--- src/rtl/tmr_pkg.sv ---
package tmr_pkg;
   localparam int          ADDR_W = 2;
   localparam logic [1:0]  A_CTRL = 2'd0;
   localparam logic [1:0]  A_DATA = 2'd1;
   localparam logic [1:0]  A_EDGE = 2'd2;
   localparam logic [1:0]  A_FLAG = 2'd3;
   localparam int          SEL_W  = 3;
   localparam int          B_RUN  = 3;
   localparam int          B_CAPM = 4;
   localparam int          CTRL_W = 5;
   localparam int          F_TMR  = 0;
   localparam int          F_EXT  = 1;
   typedef enum logic [1:0] {
      EDGE_OFF  = 2'b00,
      EDGE_FALL = 2'b01,
      EDGE_RISE = 2'b10,
      EDGE_BOTH = 2'b11
   } edge_mode_e;
endpackage

--- src/rtl/tmr_edge_det.sv ---
module tmr_edge_det #(
   parameter int SYNC = 2
) (
   input  logic       clk,
   input  logic       rst_n,
   input  logic       pin_i,
   input  logic [1:0] mode_i,
   output logic       hit_o
);
   if (SYNC < 2) begin : g_bad_sync
      $error("tmr_edge_det: SYNC must be at least 2");
   end

   logic [SYNC:0] sh_q;
   logic          now_s, was_s, rise, fall;

   always_ff @(posedge clk or negedge rst_n) begin
      if (!rst_n) sh_q <= '0;
      else        sh_q <= {sh_q[SYNC-1:0], pin_i};
   end

   assign now_s = sh_q[SYNC-1];
   assign was_s = sh_q[SYNC];
   assign rise  = now_s & ~was_s;
   assign fall  = ~now_s & was_s;
   assign hit_o = (mode_i[1] & rise) | (mode_i[0] & fall);

   // an edge yields one pulse; the stored sample catches up next cycle
   p_single_pulse_r7: assert property (@(posedge clk) disable iff (!rst_n)
      hit_o |=> !hit_o);
endmodule

--- src/rtl/tmr_prescale.sv ---
module tmr_prescale #(
   parameter int VARIANT = 0,
   parameter int SYNC    = 2
) (
   input  logic                      clk,
   input  logic                      rst_n,
   input  logic                      run_i,
   input  logic                      clr_i,
   input  logic [tmr_pkg::SEL_W-1:0] sel_i,
   input  logic                      ext_clk_i,
   output logic                      tick_o
);
   if (VARIANT < 0 || VARIANT > 1) begin : g_bad_var
      $error("tmr_prescale: VARIANT must be 0 or 1");
   end

   localparam int PRE_W = (VARIANT == 0) ? 11 : 3;

   logic [PRE_W-1:0] pre_q;
   logic [PRE_W-1:0] mask;

   always_ff @(posedge clk or negedge rst_n) begin
      if (!rst_n)      pre_q <= '0;
      else if (clr_i)  pre_q <= '0;
      else if (run_i)  pre_q <= pre_q + 1'b1;
   end

   if (VARIANT == 0) begin : g_wide
      logic ext_rise;
      tmr_edge_det #(.SYNC(SYNC)) u_ext (
         .clk   (clk),
         .rst_n (rst_n),
         .pin_i (ext_clk_i),
         .mode_i(2'b10),
         .hit_o (ext_rise)
      );
      always_comb begin
         case (sel_i)
            3'd0:    mask = 11'h001;
            3'd1:    mask = 11'h003;
            3'd2:    mask = 11'h007;
            3'd3:    mask = 11'h01F;
            3'd4:    mask = 11'h07F;
            3'd5:    mask = 11'h1FF;
            3'd6:    mask = 11'h7FF;
            default: mask = '0;
         endcase
      end
      assign tick_o = run_i && ((sel_i == 3'd7) ? ext_rise
                                                : ((pre_q & mask) == mask));
      // a stopped channel never ticks
      p_no_tick_idle_r5: assert property (@(posedge clk) disable iff (!rst_n)
         !run_i |-> !tick_o);
   end else begin : g_small
      always_comb begin
         case (sel_i[1:0])
            2'd0:    mask = 3'h0;
            2'd1:    mask = 3'h1;
            default: mask = 3'h7;
         endcase
      end
      assign tick_o = run_i && ((pre_q & mask) == mask);
   end
endmodule

--- src/rtl/tmr_count.sv ---
module tmr_count #(
   parameter int W = 8
) (
   input  logic         clk,
   input  logic         rst_n,
   input  logic         tick_i,
   input  logic         cap_i,
   input  logic         start_i,
   input  logic [W-1:0] cmp_i,
   output logic [W-1:0] cnt_o,
   output logic [W-1:0] capv_o,
   output logic         match_o
);
   logic [W-1:0] cnt_q, capv_q, nxt;

   assign nxt     = cnt_q + 1'b1;
   assign match_o = tick_i && !cap_i && !start_i && (nxt == cmp_i);

   always_ff @(posedge clk or negedge rst_n) begin
      if (!rst_n) begin
         cnt_q  <= '0;
         capv_q <= '0;
      end else if (start_i) begin
         cnt_q  <= '0;
      end else if (cap_i) begin
         capv_q <= cnt_q;
         cnt_q  <= '0;
      end else if (tick_i) begin
         cnt_q  <= (nxt == cmp_i) ? '0 : nxt;
      end
   end

   assign cnt_o  = cnt_q;
   assign capv_o = capv_q;

   p_hold_r5: assert property (@(posedge clk) disable iff (!rst_n)
      (!tick_i && !cap_i && !start_i) |=> $stable(cnt_q));
   p_step_or_wrap_r4: assert property (@(posedge clk) disable iff (!rst_n)
      (tick_i && !cap_i && !start_i) |=>
         ((cnt_q == $past(cnt_q) + 1'b1) || (cnt_q == '0)));
   p_capture_clear_r6: assert property (@(posedge clk) disable iff (!rst_n)
      (cap_i && !start_i) |=> (cnt_q == '0) && (capv_q == $past(cnt_q)));
endmodule

--- src/rtl/cap_timer.sv ---
module cap_timer #(
   parameter int CNT_W       = 8,
   parameter int VARIANT     = 0,
   parameter int SYNC_STAGES = 2
) (
   input  logic                      clk,
   input  logic                      rst_n,
   input  logic                      ext_clk_i,
   input  logic                      cap_pin_i,
   input  logic                      bus_wr_i,
   input  logic [tmr_pkg::ADDR_W-1:0] bus_addr_i,
   input  logic [CNT_W-1:0]          bus_wdata_i,
   output logic [CNT_W-1:0]          bus_rdata_o,
   output logic                      tmr_irq_o,
   output logic                      ext_irq_o
);
   import tmr_pkg::*;

   if (CNT_W < CTRL_W) begin : g_bad_w
      $error("cap_timer: CNT_W must hold the control field");
   end

   logic [CTRL_W-1:0] ctrl_q;
   logic [1:0]        edge_q;
   logic [CNT_W-1:0]  cmp_q, cnt, capv;
   logic              tmr_f, ext_f;
   logic              wr_ctrl, wr_cmp, wr_edge, wr_flag;
   logic              start, hit, cap, tick, match;

   assign wr_ctrl = bus_wr_i && (bus_addr_i == A_CTRL);
   assign wr_cmp  = bus_wr_i && (bus_addr_i == A_DATA);
   assign wr_edge = bus_wr_i && (bus_addr_i == A_EDGE);
   assign wr_flag = bus_wr_i && (bus_addr_i == A_FLAG);
   assign start   = wr_ctrl && bus_wdata_i[B_RUN];
   assign cap     = hit && ctrl_q[B_CAPM];

   always_ff @(posedge clk or negedge rst_n) begin
      if (!rst_n) begin
         ctrl_q <= '0;
         edge_q <= EDGE_OFF;
         cmp_q  <= '0;
         tmr_f  <= 1'b0;
         ext_f  <= 1'b0;
      end else begin
         if (wr_ctrl) ctrl_q <= bus_wdata_i[CTRL_W-1:0];
         if (wr_cmp)  cmp_q  <= bus_wdata_i;
         if (wr_edge) edge_q <= bus_wdata_i[1:0];
         tmr_f <= match | (tmr_f & ~(wr_flag & bus_wdata_i[F_TMR]));
         ext_f <= hit   | (ext_f & ~(wr_flag & bus_wdata_i[F_EXT]));
      end
   end

   tmr_edge_det #(.SYNC(SYNC_STAGES)) u_cap_det (
      .clk   (clk),
      .rst_n (rst_n),
      .pin_i (cap_pin_i),
      .mode_i(edge_q),
      .hit_o (hit)
   );

   tmr_prescale #(.VARIANT(VARIANT), .SYNC(SYNC_STAGES)) u_pre (
      .clk      (clk),
      .rst_n    (rst_n),
      .run_i    (ctrl_q[B_RUN]),
      .clr_i    (start | cap),
      .sel_i    (ctrl_q[SEL_W-1:0]),
      .ext_clk_i(ext_clk_i),
      .tick_o   (tick)
   );

   tmr_count #(.W(CNT_W)) u_cnt (
      .clk    (clk),
      .rst_n  (rst_n),
      .tick_i (tick),
      .cap_i  (cap),
      .start_i(start),
      .cmp_i  (cmp_q),
      .cnt_o  (cnt),
      .capv_o (capv),
      .match_o(match)
   );

   always_comb begin
      bus_rdata_o = '0;
      case (bus_addr_i)
         A_CTRL:  bus_rdata_o[CTRL_W-1:0] = ctrl_q;
         A_DATA:  bus_rdata_o = ctrl_q[B_CAPM] ? capv : cnt;
         A_EDGE:  bus_rdata_o[1:0] = edge_q;
         default: bus_rdata_o[1:0] = {ext_f, tmr_f};
      endcase
   end

   assign tmr_irq_o = tmr_f;
   assign ext_irq_o = ext_f;

   p_tmr_sticky_r10: assert property (@(posedge clk) disable iff (!rst_n)
      (tmr_f && !(wr_flag && bus_wdata_i[F_TMR])) |=> tmr_f);
   p_ext_sticky_r10: assert property (@(posedge clk) disable iff (!rst_n)
      (ext_f && !(wr_flag && bus_wdata_i[F_EXT])) |=> ext_f);
   p_match_flags_r11: assert property (@(posedge clk) disable iff (!rst_n)
      match |=> tmr_irq_o);
endmodule

--- config.mk ---
export PLATFORM = sky130hd
export DESIGN_NAME = cap_timer
export DESIGN_NICKNAME = d
export VERILOG_FILES = /design/src/rtl/tmr_pkg.sv /design/src/rtl/tmr_edge_det.sv /design/src/rtl/tmr_prescale.sv /design/src/rtl/tmr_count.sv /design/src/rtl/cap_timer.sv
export SDC_FILE = /design/constraint.sdc
export NUM_CORES = 1
export LEC_CHECK = 0
export CORE_MARGIN = 5
export CORE_UTILIZATION = 45
export CTS_CLUSTER_DIAMETER = 30
export DETAILED_ROUTE_END_ITERATION = 12
export PLACE_DENSITY_LB_ADDON = 0.12
export SYNTH_ARGS = -nofsm -noshare
export SYNTH_HDL_FRONTEND = slang
export SYNTH_SLANG_ARGS = --single-unit
--- constraint.sdc ---
create_clock -name clk -period 3.9 [get_ports clk]
set_input_delay 0.585 -clock clk [delete_from_list [all_inputs] [get_ports clk]]
set_output_delay 0.585 -clock clk [all_outputs]
set_load 0.01 [all_outputs]
Word level (Yosys, flattened, before mapping)
Index checks and enable logic that the tools add are counted.
Widths: inputs -> output; s select.

storage, ports and cells
  register bits = 50
  output and inout port bits = 10
  word-level logic and storage cells = 73

cells by class
  add/sub/neg operators = 2
  equality and inequality tests = 12
  muxes and demuxes = 12
  bitwise operators = 20
  reduce and logical (&&, ||, !) cells = 17

operator list
  operator               count
  $pmux 11 s7            1
  $mux 8                 5
  $mux 11                2
  $eq 3x3->1 const B     4
  $add 11x1->11 const B  1
  $and 11x11->11         1
  $eq 11x11->1           1
  $logic_and 1x1->1      10
  $and 1x1->1            9
  $add 8x1->8 const B    1
  $eq 8x8->1             1
  $eq 3x2->1 const B     2
  $not 1->1              6
  $pmux 2 s3             1
  $pmux 3 s2             1
  $eq 2x2->1 const B     2
  $or 1x1->1             4
  $eq 3x1->1 const B     1
  $logic_not 3->1        1
  $mux 3                 1
  $reduce_bool 3->1      1
  $eq 2x1->1 const B     1
  $logic_not 1->1        2
  $logic_not 2->1        1
  3 further kinds        3

Depth between registers and ports, before layout
Gate-level depths: netlist of run 1.

  depth in word-level cells = 10
  gate-level depth with buffers = 9
  gate-level depth less buffers = 7

Hierarchy
Synthesis of run 1 repeated with hierarchy kept, for this count alone.

second synthesis, totals
  cell total of the unflattened synthesis = 252
  area total of the unflattened synthesis = 2,747.6 sq um

by module, submodules not included
  module        times used  cells each  area an instance (sq um)
  tmr_count     1           102         1,043.5
  cap_timer     1           66          874.6
  tmr_prescale  1           72          639.4
  tmr_edge_det  2           6           95.1

Least setup slack after synthesis of run 1
Ideal clock, no wire load.

  kind = register to output
  start = register ctrl_q[4]
  end = output bus_rdata_o[1]
  arrival = 1.559 ns
  path slack = 1.756 ns
  cell stages (with the launch flop) = 4
  buffers on the path = 1
  cells stage by stage = dfrtp_1 buf_1 mux2_2 mux4_2

on the way
  cells in the longest elaborated chain, start to end = 2

ends and longest elaborated chain
  item                      line             RTL
  start: declaration        cap_timer.sv:23  logic [CTRL_W-1:0] ctrl_q;
  start signal: assignment  cap_timer.sv:45  if (wr_ctrl) ctrl_q <= bus_wdata_i[CTRL_W-1:0];
  $mux 8                    cap_timer.sv:87  A_DATA: bus_rdata_o = ctrl_q[B_CAPM] ? capv : cnt;
  $pmux 2 s3                cap_timer.sv:85  case (bus_addr_i)
  end: declaration          cap_timer.sv:13  output logic [CNT_W-1:0] bus_rdata_o,

Every way passes these cells.

Worst setup path in the final report of run 1
  start = input bus_addr_i[0] (netlist name)
  end = output bus_rdata_o[4]

on the way
  cells in the longest elaborated chain, start to end = 2
  elaborated cells on any way between the ends = 3
  classes of those cells = eq/ne: 1; mux: 1; reduce/logical: 1

ends and longest elaborated chain
  item                                                  line             RTL
  start: declaration                                    cap_timer.sv:11  input logic [tmr_pkg::ADDR_W-1:0] bus_addr_i,
  $eq 2x1->1 / $logic_not 2->1 (equally long branches)  cap_timer.sv:85
  $pmux 3 s2 *                                          cap_timer.sv:85

Every way passes the cells marked *; elsewhere a longest branch is shown, timed or not.

==> impl_metrics.prom, run 1 <==
# TYPE chip_impl_metric gauge
chip_impl_info{name="outcome",value="finished, final reports clean"} 1
chip_impl_info{name="critical_path.slowest_cell",value="clkdlybuf4s50_1"} 1
chip_impl_metric{name="critical_path.max_fanout",unit=""} 12
chip_impl_metric{name="post_cts.repair.setup_buffers",unit=""} 0
chip_impl_metric{name="die-height",unit="um"} 85.87
chip_impl_metric{name="dp_worst_setup_slack",unit="ns"} 0.7691
chip_impl_metric{name="maxClockFrequency",unit="GHz"} 0.3166
chip_impl_metric{name="final_min_period_over_clock_period",unit="%"} 80.98
chip_impl_metric{name="clkLatencyLatePin",unit="ns"} 0.31
chip_impl_metric{name="slew_viol_final",unit=""} 0
chip_impl_metric{name="floorplan.die.width",unit="um"} 85.87
chip_impl_metric{name="maximum_number_of_pins_on_one_net_before_global_route_repair",unit=""} 35
chip_impl_metric{name="relSlewSlack",unit="%"} 39.98
chip_impl_metric{name="layout_min_cycle_time",unit="ns"} 3.158
chip_impl_info{name="cp_cell_sequence",value="clkdlybuf4s50_1, inv_1, or3_1, a21oi_1, clkdlybuf4s50_1"} 1
chip_impl_metric{name="avgSynthCellArea",unit="um2"} 10.24
chip_impl_metric{name="cts.htree.levels",unit=""} 2
chip_impl_metric{name="place_congestion",unit=""} 0.8118
chip_impl_metric{name="number_of_i_o_pins",unit=""} 25
chip_impl_info{name="cts_tree",value="done"} 1
chip_impl_info{name="min_path_type",value="in2async"} 1
chip_impl_metric{name="routed_length_per_instance",unit="um"} 15.15
chip_impl_metric{name="seq_area_frac_synth",unit="%"} 48.31
chip_impl_metric{name="critPathRequiredTime",unit="ns"} 3.31
chip_impl_metric{name="detailed_route_wirelength_on_metal2",unit="um"} 2173
chip_impl_metric{name="ir_drop",unit="V"} 0.0002356
chip_impl_metric{name="avgViaCountPerCell",unit=""} 5.444
chip_impl_metric{name="drt-met1-wl",unit="um"} 2817
chip_impl_metric{name="maxCapViolCount",unit=""} 0
chip_impl_metric{name="wl_met3",unit="um"} 232
chip_impl_metric{name="num_antenna_cells",unit=""} 0
chip_impl_metric{name="dp.final_hpwl",unit="um"} 3916
chip_impl_metric{name="num_vias",unit=""} 1900
chip_impl_info{name="post_synth_main_area_contributors",value="dfrtp_1, mux2_2, nand2_1"} 1
chip_impl_metric{name="worst_slack",unit="ns"} 0.7417
chip_impl_metric{name="synth_top_area_share",unit="%"} 48.31
chip_impl_metric{name="pwr_density_cell",unit="nW/um2"} 468.6
chip_impl_metric{name="num_rows",unit=""} 27
chip_impl_metric{name="fp.dieArea",unit="um2"} 7373
chip_impl_info{name="timing.critical_path.to_type",value="output port"} 1
chip_impl_metric{name="initialDrtViolationCount",unit=""} 96
chip_impl_metric{name="cts.path.max_buffers",unit=""} 2
chip_impl_metric{name="leakage",unit="nW"} 1.212
chip_impl_metric{name="placeableCoreArea",unit="um2"} 5540
chip_impl_metric{name="drt-total-wl",unit="um"} 5287
chip_impl_metric{name="clock-sinks",unit=""} 50
chip_impl_metric{name="first_pass_iters",unit=""} 4
chip_impl_info{name="top_layer_used",value="met4"} 1
chip_impl_info{name="synth_top_area_cell",value="dfrtp_1"} 1
chip_impl_info{name="criticalPathCategory",value="in2out"} 1
chip_impl_metric{name="area.growth.synth_to_final",unit="%"} 16.81
chip_impl_metric{name="grt-ovfl-total",unit=""} 0
chip_impl_metric{name="tightestPinTransition",unit="ns"} 0.8963
chip_impl_metric{name="post_cts_hold_buffer_count",unit=""} 0
chip_impl_info{name="ctsRootBufferMaster",value="clkbuf_8"} 1
chip_impl_metric{name="final_hold_viol_count",unit=""} 0
chip_impl_metric{name="library_cells_used_by_synthesis",unit=""} 43
chip_impl_metric{name="final_layout_size_suffix_gt1_share",unit="%"} 13.36
chip_impl_metric{name="synth_nets",unit=""} 270
chip_impl_info{name="worst_setup_path_start_kind",value="primary input"} 1
chip_impl_metric{name="drt_drc_violations_left",unit=""} 0
chip_impl_metric{name="first_global_vias",unit=""} 1845
chip_impl_metric{name="initial_utilization",unit="%"} 46.75
chip_impl_metric{name="finalSetupTns",unit="ns"} 0
chip_impl_metric{name="n_fill_cell",unit=""} 529
chip_impl_info{name="rsz_0062_raised_after_global_routing",value="no"} 1
chip_impl_metric{name="synth_seq_cells",unit=""} 50
chip_impl_metric{name="grt_first_pass_wirelength",unit="um"} 9259
chip_impl_metric{name="max_stage_delay",unit="ns"} 0.80
chip_impl_metric{name="cp_data_arrival_time",unit="ns"} 2.57
chip_impl_metric{name="cts_made_buffers",unit=""} 5
chip_impl_metric{name="io_buffers",unit=""} 24
chip_impl_info{name="crit_top_cell",value="clkdlybuf4s50_1"} 1
chip_impl_metric{name="grt_use_total",unit="%"} 15.82
chip_impl_metric{name="ant_nets",unit=""} 0
chip_impl_metric{name="nets",unit=""} 293
chip_impl_metric{name="cts-resized-gates",unit=""} 0
chip_impl_metric{name="fin_worst_skew",unit="ns"} 0.008855
chip_impl_metric{name="worst_setup_hold_path_clk_slew",unit="ns"} 0.09
chip_impl_metric{name="yosys_warnings",unit=""} 0
chip_impl_metric{name="post_synth_instance_area",unit="um2"} 2590
chip_impl_metric{name="number_of_antenna_violations_at_the_first_check_in_global_routing",unit=""} 0
chip_impl_metric{name="syn_inst",unit=""} 253
chip_impl_metric{name="setup_viol",unit=""} 0
==> layout make-up <==
class                      count  area, um2  share of cell area, %
clock buffer                   6      82.58                  2.730
inverter                      10      37.54                  1.241
multi-input combinational    182       1246                  41.19
timing repair buffer          27      257.7                  8.519
tap                           72      90.09                  2.978
clock inverter                 2      60.06                  1.985
sequential                    50       1251                  41.36
==> power by group <==
| part | switching, W | internal, W |
|---|---|---|
| clock | 0.000174 | 0.000273 |
| sequential | 0.0000989 | 0.000587 |
| combinational | 0.000126 | 0.000158 |
| total | 0.000399 | 0.00102 |
==> critical path: cells and delay by family <==
kind / cells / cell delay [ns]
buf+inv: 3 / 1.50
simple gates: 1 / 0.34
compound gates: 1 / 0.15
==> flip-flops by register name, indices dropped and copies added (netlist names) <==
signal,count
u_cap_det.sh_q,3
cmp_q,8
u_pre.pre_q,11
u_cnt.cnt_o,8
u_pre.g_wide.u_ext.sh_q,3
tmr_irq_o,1
u_cnt.capv_o,8
ctrl_q,5
ext_irq_o,1
edge_q,2
==> per-layer routing <==
layer | global-route usage, % | vias to the layer above
met2 | 22.70 | 32
met4 | 4.317 | 0
li1 | - | 949
met3 | 3.939 | 6
met1 | 23.63 | 913
met5 | 0 | -
==> cell families (layout without fill, tap and decap cells) <==
group | after synthesis | after routing | synth area share, %
AO/OA/AOI/OAI | 44 | 44 | 10.97
XOR/XNOR | 18 | 18 | 6.087
adder cells (fa/ha/maj) | 2 | 2 | 0.9660
buffers and inverters | 21 | 45 | 3.575
flip-flops | 50 | 50 | 48.31
multiplexers | 26 | 26 | 11.88
AND/OR/NAND/NOR | 92 | 92 | 18.21
==> synth_stat cells (all sizes together) <==
cell type / instances
a2bb2oi: 2
buf: 8
mux2: 18
nand2b: 3
o211ai: 3
o22ai: 5
o21ai: 12
a311o: 1
or4: 2
nand3b: 3
or2: 1
and2: 2
nor3: 3
nor3b: 2
o311ai: 1
nand4: 9
dfrtp: 50
a21o: 1
and3: 1
o31ai: 2
mux4: 2
a41oi: 1
nand3: 11
nor2: 22
xnor2: 10
a21oi: 5
xor2: 8
and4: 2
ha: 2
nand2: 27
a31oi: 8
a211oi: 2
mux2i: 6
or3: 3
clkbuf: 3
or3b: 1
inv: 10
a21boi: 1
==> per-stage QoR <==
step	cell area, um2	instances	power (W)	util (%)	hold WS, ns
after floorplan	2590	253	0.0008776	-	0.2894
after global placement	2883	341	0.0009754	52.03	0.3334
after detailed placement	2883	341	0.0009826	52.03	0.3441
after CTS	3025	349	0.001431	54.61	0.1907
after global routing	3025	349	0.001499	54.61	0.2082
final	3025	349	0.001418	54.61	0.1828
==> worst paths after layout <==
path                                                      start                                   end  slack, ns  cells after the start
setup / recovery                                  bus_addr_i[0]                        bus_rdata_o[4]       0.74                      5
hold / removal                                            rst_n            u_cnt.cnt_o[7]$_DFFE_PN0P_       0.18                      1
setup reg to reg                     u_cnt.cnt_o[0]$_DFFE_PN0P_            u_cnt.cnt_o[7]$_DFFE_PN0P_       1.25                      7
hold reg to reg            u_pre.g_wide.u_ext.sh_q[0]$_DFF_PN0_  u_pre.g_wide.u_ext.sh_q[1]$_DFF_PN0_       0.36                      0
max in group asynchronous                                 rst_n            u_pre.pre_q[7]$_DFFE_PN0P_       2.94                      2
min in group clk           u_pre.g_wide.u_ext.sh_q[0]$_DFF_PN0_  u_pre.g_wide.u_ext.sh_q[1]$_DFF_PN0_       0.36                      0
==> cells in the final DEF, fill, tap and decap left out, types with 3 or more instances in the layout <==
cell and count:
dfrtp_1 50, nand2_1 27, clkdlybuf4s50_1 23, nor2_1 22
mux2_2 18, o21ai_0 12, inv_1 10, xnor2_1 10
nand3_1 10, nand4_1 9, xor2_1 8, a31oi_1 8
mux2i_1 6, clkbuf_8 6, a21oi_1 5, o22ai_1 5
or3_1 3, nand2b_1 3, o211ai_1 3, nor3_1 3
nand3b_1 3, buf_4 3
Note: power is estimated with default switching activity, not from simulation.
==> run 2, diff against run 1 <==
clock period = 2.7 ns   (was 3.9 ns; I/O delays follow)
==> run 2 against run 1 <==
- worst hold slack worse by 0.17 ns
- clock skew down 0.00094 ns
- total power grew 33%
- sequential cell count unchanged
- die area unchanged
- final area rose by 0.91%
- global-route usage is 0.36 points higher
- setup slack lost 0.53 ns
- register-to-register slack got worse by 0.74 ns
- sequential share of layout area down 0.37 points
- largest cell class unchanged
- highest routed layer unchanged
==> impl_metrics.prom, run 2 (synthesis gave the netlist of run 1 again) <==
# TYPE chip_impl_metric gauge
chip_impl_metric{name="tightestPinTransition",unit="ns"} 0.7525
chip_impl_metric{name="final_hold_viol_count",unit=""} 0
chip_impl_metric{name="clock-sinks",unit=""} 50
chip_impl_metric{name="final_layout_size_suffix_gt1_share",unit="%"} 16.38
chip_impl_metric{name="setup_viol",unit=""} 0
chip_impl_metric{name="maximum_number_of_pins_on_one_net_before_global_route_repair",unit=""} 35
chip_impl_metric{name="cts.htree.levels",unit=""} 2
chip_impl_metric{name="relSlewSlack",unit="%"} 49.60
chip_impl_metric{name="leakage",unit="nW"} 1.236
chip_impl_metric{name="finish.instance_area",unit="um2"} 3053
chip_impl_metric{name="cts_made_buffers",unit=""} 5
chip_impl_metric{name="avgViaCountPerCell",unit=""} 5.423
chip_impl_info{name="cts_tree",value="done"} 1
chip_impl_metric{name="fin_worst_skew",unit="ns"} 0.007913
chip_impl_metric{name="pwr_density_cell",unit="nW/um2"} 618.0
chip_impl_metric{name="grt-ovfl-total",unit=""} 0
chip_impl_metric{name="drt-total-wl",unit="um"} 5432
chip_impl_info{name="worst_setup_path_start_kind",value="primary input"} 1
chip_impl_info{name="criticalPathCategory",value="in2out"} 1
chip_impl_metric{name="placeableCoreArea",unit="um2"} 5540
chip_impl_metric{name="seqCellArea",unit="um2"} 1251
chip_impl_metric{name="clkLatencyLatePin",unit="ns"} 0.30
chip_impl_metric{name="first_pass_iters",unit=""} 4
chip_impl_metric{name="ant_nets",unit=""} 0
chip_impl_metric{name="io_buffers",unit=""} 24
chip_impl_info{name="layout_commonest_cell",value="dfrtp_1"} 1
chip_impl_metric{name="first_global_vias",unit=""} 1888
chip_impl_metric{name="grt_use_total",unit="%"} 16.18
chip_impl_metric{name="routed_length_per_instance",unit="um"} 15.13
chip_impl_metric{name="final_util",unit="%"} 55.10
chip_impl_metric{name="ir_drop",unit="V"} 0.0003868
chip_impl_metric{name="critPathRequiredTime",unit="ns"} 2.30
chip_impl_metric{name="num_antenna_cells",unit=""} 0
chip_impl_metric{name="grt_first_pass_wirelength",unit="um"} 9425
chip_impl_metric{name="dpl_cell_area",unit="um2"} 2958
chip_impl_info{name="min_path_type",value="in2async"} 1
chip_impl_metric{name="cts.path.max_buffers",unit=""} 2
chip_impl_metric{name="place_congestion",unit=""} 0.8209
chip_impl_metric{name="placed_cells_incl_taps",unit=""} 351
chip_impl_metric{name="num_rows",unit=""} 27
chip_impl_info{name="mostFrequentLayoutCells",value="dfrtp_1, nand2_1, clkdlybuf4s50_1, nor2_1, mux2_2"} 1
chip_impl_metric{name="dp.final_hpwl",unit="um"} 4094
chip_impl_metric{name="fin_cells",unit=""} 359
chip_impl_metric{name="floorplan.die.width",unit="um"} 85.87
chip_impl_metric{name="post_cts_hold_buffer_count",unit=""} 0
chip_impl_info{name="ctsRootBufferMaster",value="clkbuf_8"} 1
chip_impl_metric{name="multi_input_gate_area",unit="um2"} 1246
chip_impl_metric{name="num_vias",unit=""} 1947
chip_impl_metric{name="drt_drc_violations_left",unit=""} 0
chip_impl_metric{name="cts-resized-gates",unit=""} 0
chip_impl_metric{name="worst_setup_hold_path_clk_slew",unit="ns"} 0.09
chip_impl_metric{name="n_fill_cell",unit=""} 523
chip_impl_metric{name="post_cts.repair.setup_buffers",unit=""} 0
chip_impl_metric{name="area.growth.synth_to_final",unit="%"} 17.87
chip_impl_metric{name="largest_register_ff_count",unit=""} 11
chip_impl_metric{name="dp_worst_setup_slack",unit="ns"} 0.2197
chip_impl_metric{name="number_of_antenna_violations_at_the_first_check_in_global_routing",unit=""} 0
chip_impl_metric{name="number_of_i_o_pins",unit=""} 25
chip_impl_metric{name="initial_utilization",unit="%"} 46.75
chip_impl_metric{name="maxClockFrequency",unit="GHz"} 0.4026
chip_impl_metric{name="final_min_period_over_clock_period",unit="%"} 91.99
chip_impl_metric{name="worst_slack",unit="ns"} 0.2162
chip_impl_metric{name="finalSetupTns",unit="ns"} 0
chip_impl_metric{name="layout_min_cycle_time",unit="ns"} 2.484
chip_impl_metric{name="initialDrtViolationCount",unit=""} 161
chip_impl_info{name="outcome",value="finished, final reports clean"} 1
chip_impl_metric{name="die-height",unit="um"} 85.87
chip_impl_info{name="largest-register",value="u_pre.pre_q"} 1
chip_impl_metric{name="slew_viol_final",unit=""} 0
chip_impl_metric{name="cp_data_arrival_time",unit="ns"} 2.08
chip_impl_metric{name="fp.dieArea",unit="um2"} 7373
chip_impl_metric{name="maxCapViolCount",unit=""} 0
chip_impl_info{name="rsz_0062_raised_after_global_routing",value="no"} 1
chip_impl_info{name="timing.critical_path.to_type",value="output port"} 1
chip_impl_metric{name="critical_path.max_fanout",unit=""} 3
chip_impl_metric{name="nets",unit=""} 303
run 2: where the power goes:
group	switching [W]	internal (W)
registers	0.000115	0.000848
clock network	0.000246	0.000206
logic	0.000221	0.000250
total	0.000583	0.00130
run 2: path summary, 6_finish.rpt:
kind	startpoint	to	slack, ns	depth (start not counted)
min reg2reg	u_pre.g_wide.u_ext.sh_q[0]$_DFF_PN0_	u_pre.g_wide.u_ext.sh_q[1]$_DFF_PN0_	0.35	0
max in group asynchronous	rst_n	edge_q[1]$_DFFE_PN0P_	1.92	2
min in group clk	u_pre.g_wide.u_ext.sh_q[0]$_DFF_PN0_	u_pre.g_wide.u_ext.sh_q[1]$_DFF_PN0_	0.35	0
max	bus_addr_i[0]	bus_rdata_o[4]	0.22	5
min	rst_n	u_cnt.cnt_o[0]$_DFFE_PN0P_	0.02	1
max reg2reg	u_cnt.cnt_o[1]$_DFFE_PN0P_	u_cnt.cnt_o[4]$_DFFE_PN0P_	0.51	8
run 2: cell type report:
type / instances / area share [%]
clock buffers: 6 / 2.705
clock inverters: 2 / 0.4098
inverters: 10 / 1.230
multi-input cells: 182 / 40.82
flip-flops and latches: 50 / 40.98
well taps: 72 / 2.951
repair buffers: 37 / 10.90
run 2: worst max-delay path, cell delays in order:
cell and delay, ns:
clkdlybuf4s50_1 0.50, inv_1 0.09, or3_1 0.31, a21oi_1 0.21, clkdlybuf4s50_1 0.57
run 2: metal layers:
layer	wire length [um]	vias up	track usage, %
li1	-	973	-
met1	2796	924	24.60
met2	2327	44	22.99
met3	258	6	3.746
met4	51	0	4.317
met5	0	-	0
run 2: per-stage QoR:
step / hold WS [ns] / total power (W)
after floorplan: 0.1094 / 0.001268
after global placement: 0.3330 / 0.001438
after detailed placement: 0.3355 / 0.001455
after CTS: 0.01603 / 0.001914
after global routing: 0.02184 / 0.002019
final: 0.01671 / 0.001887
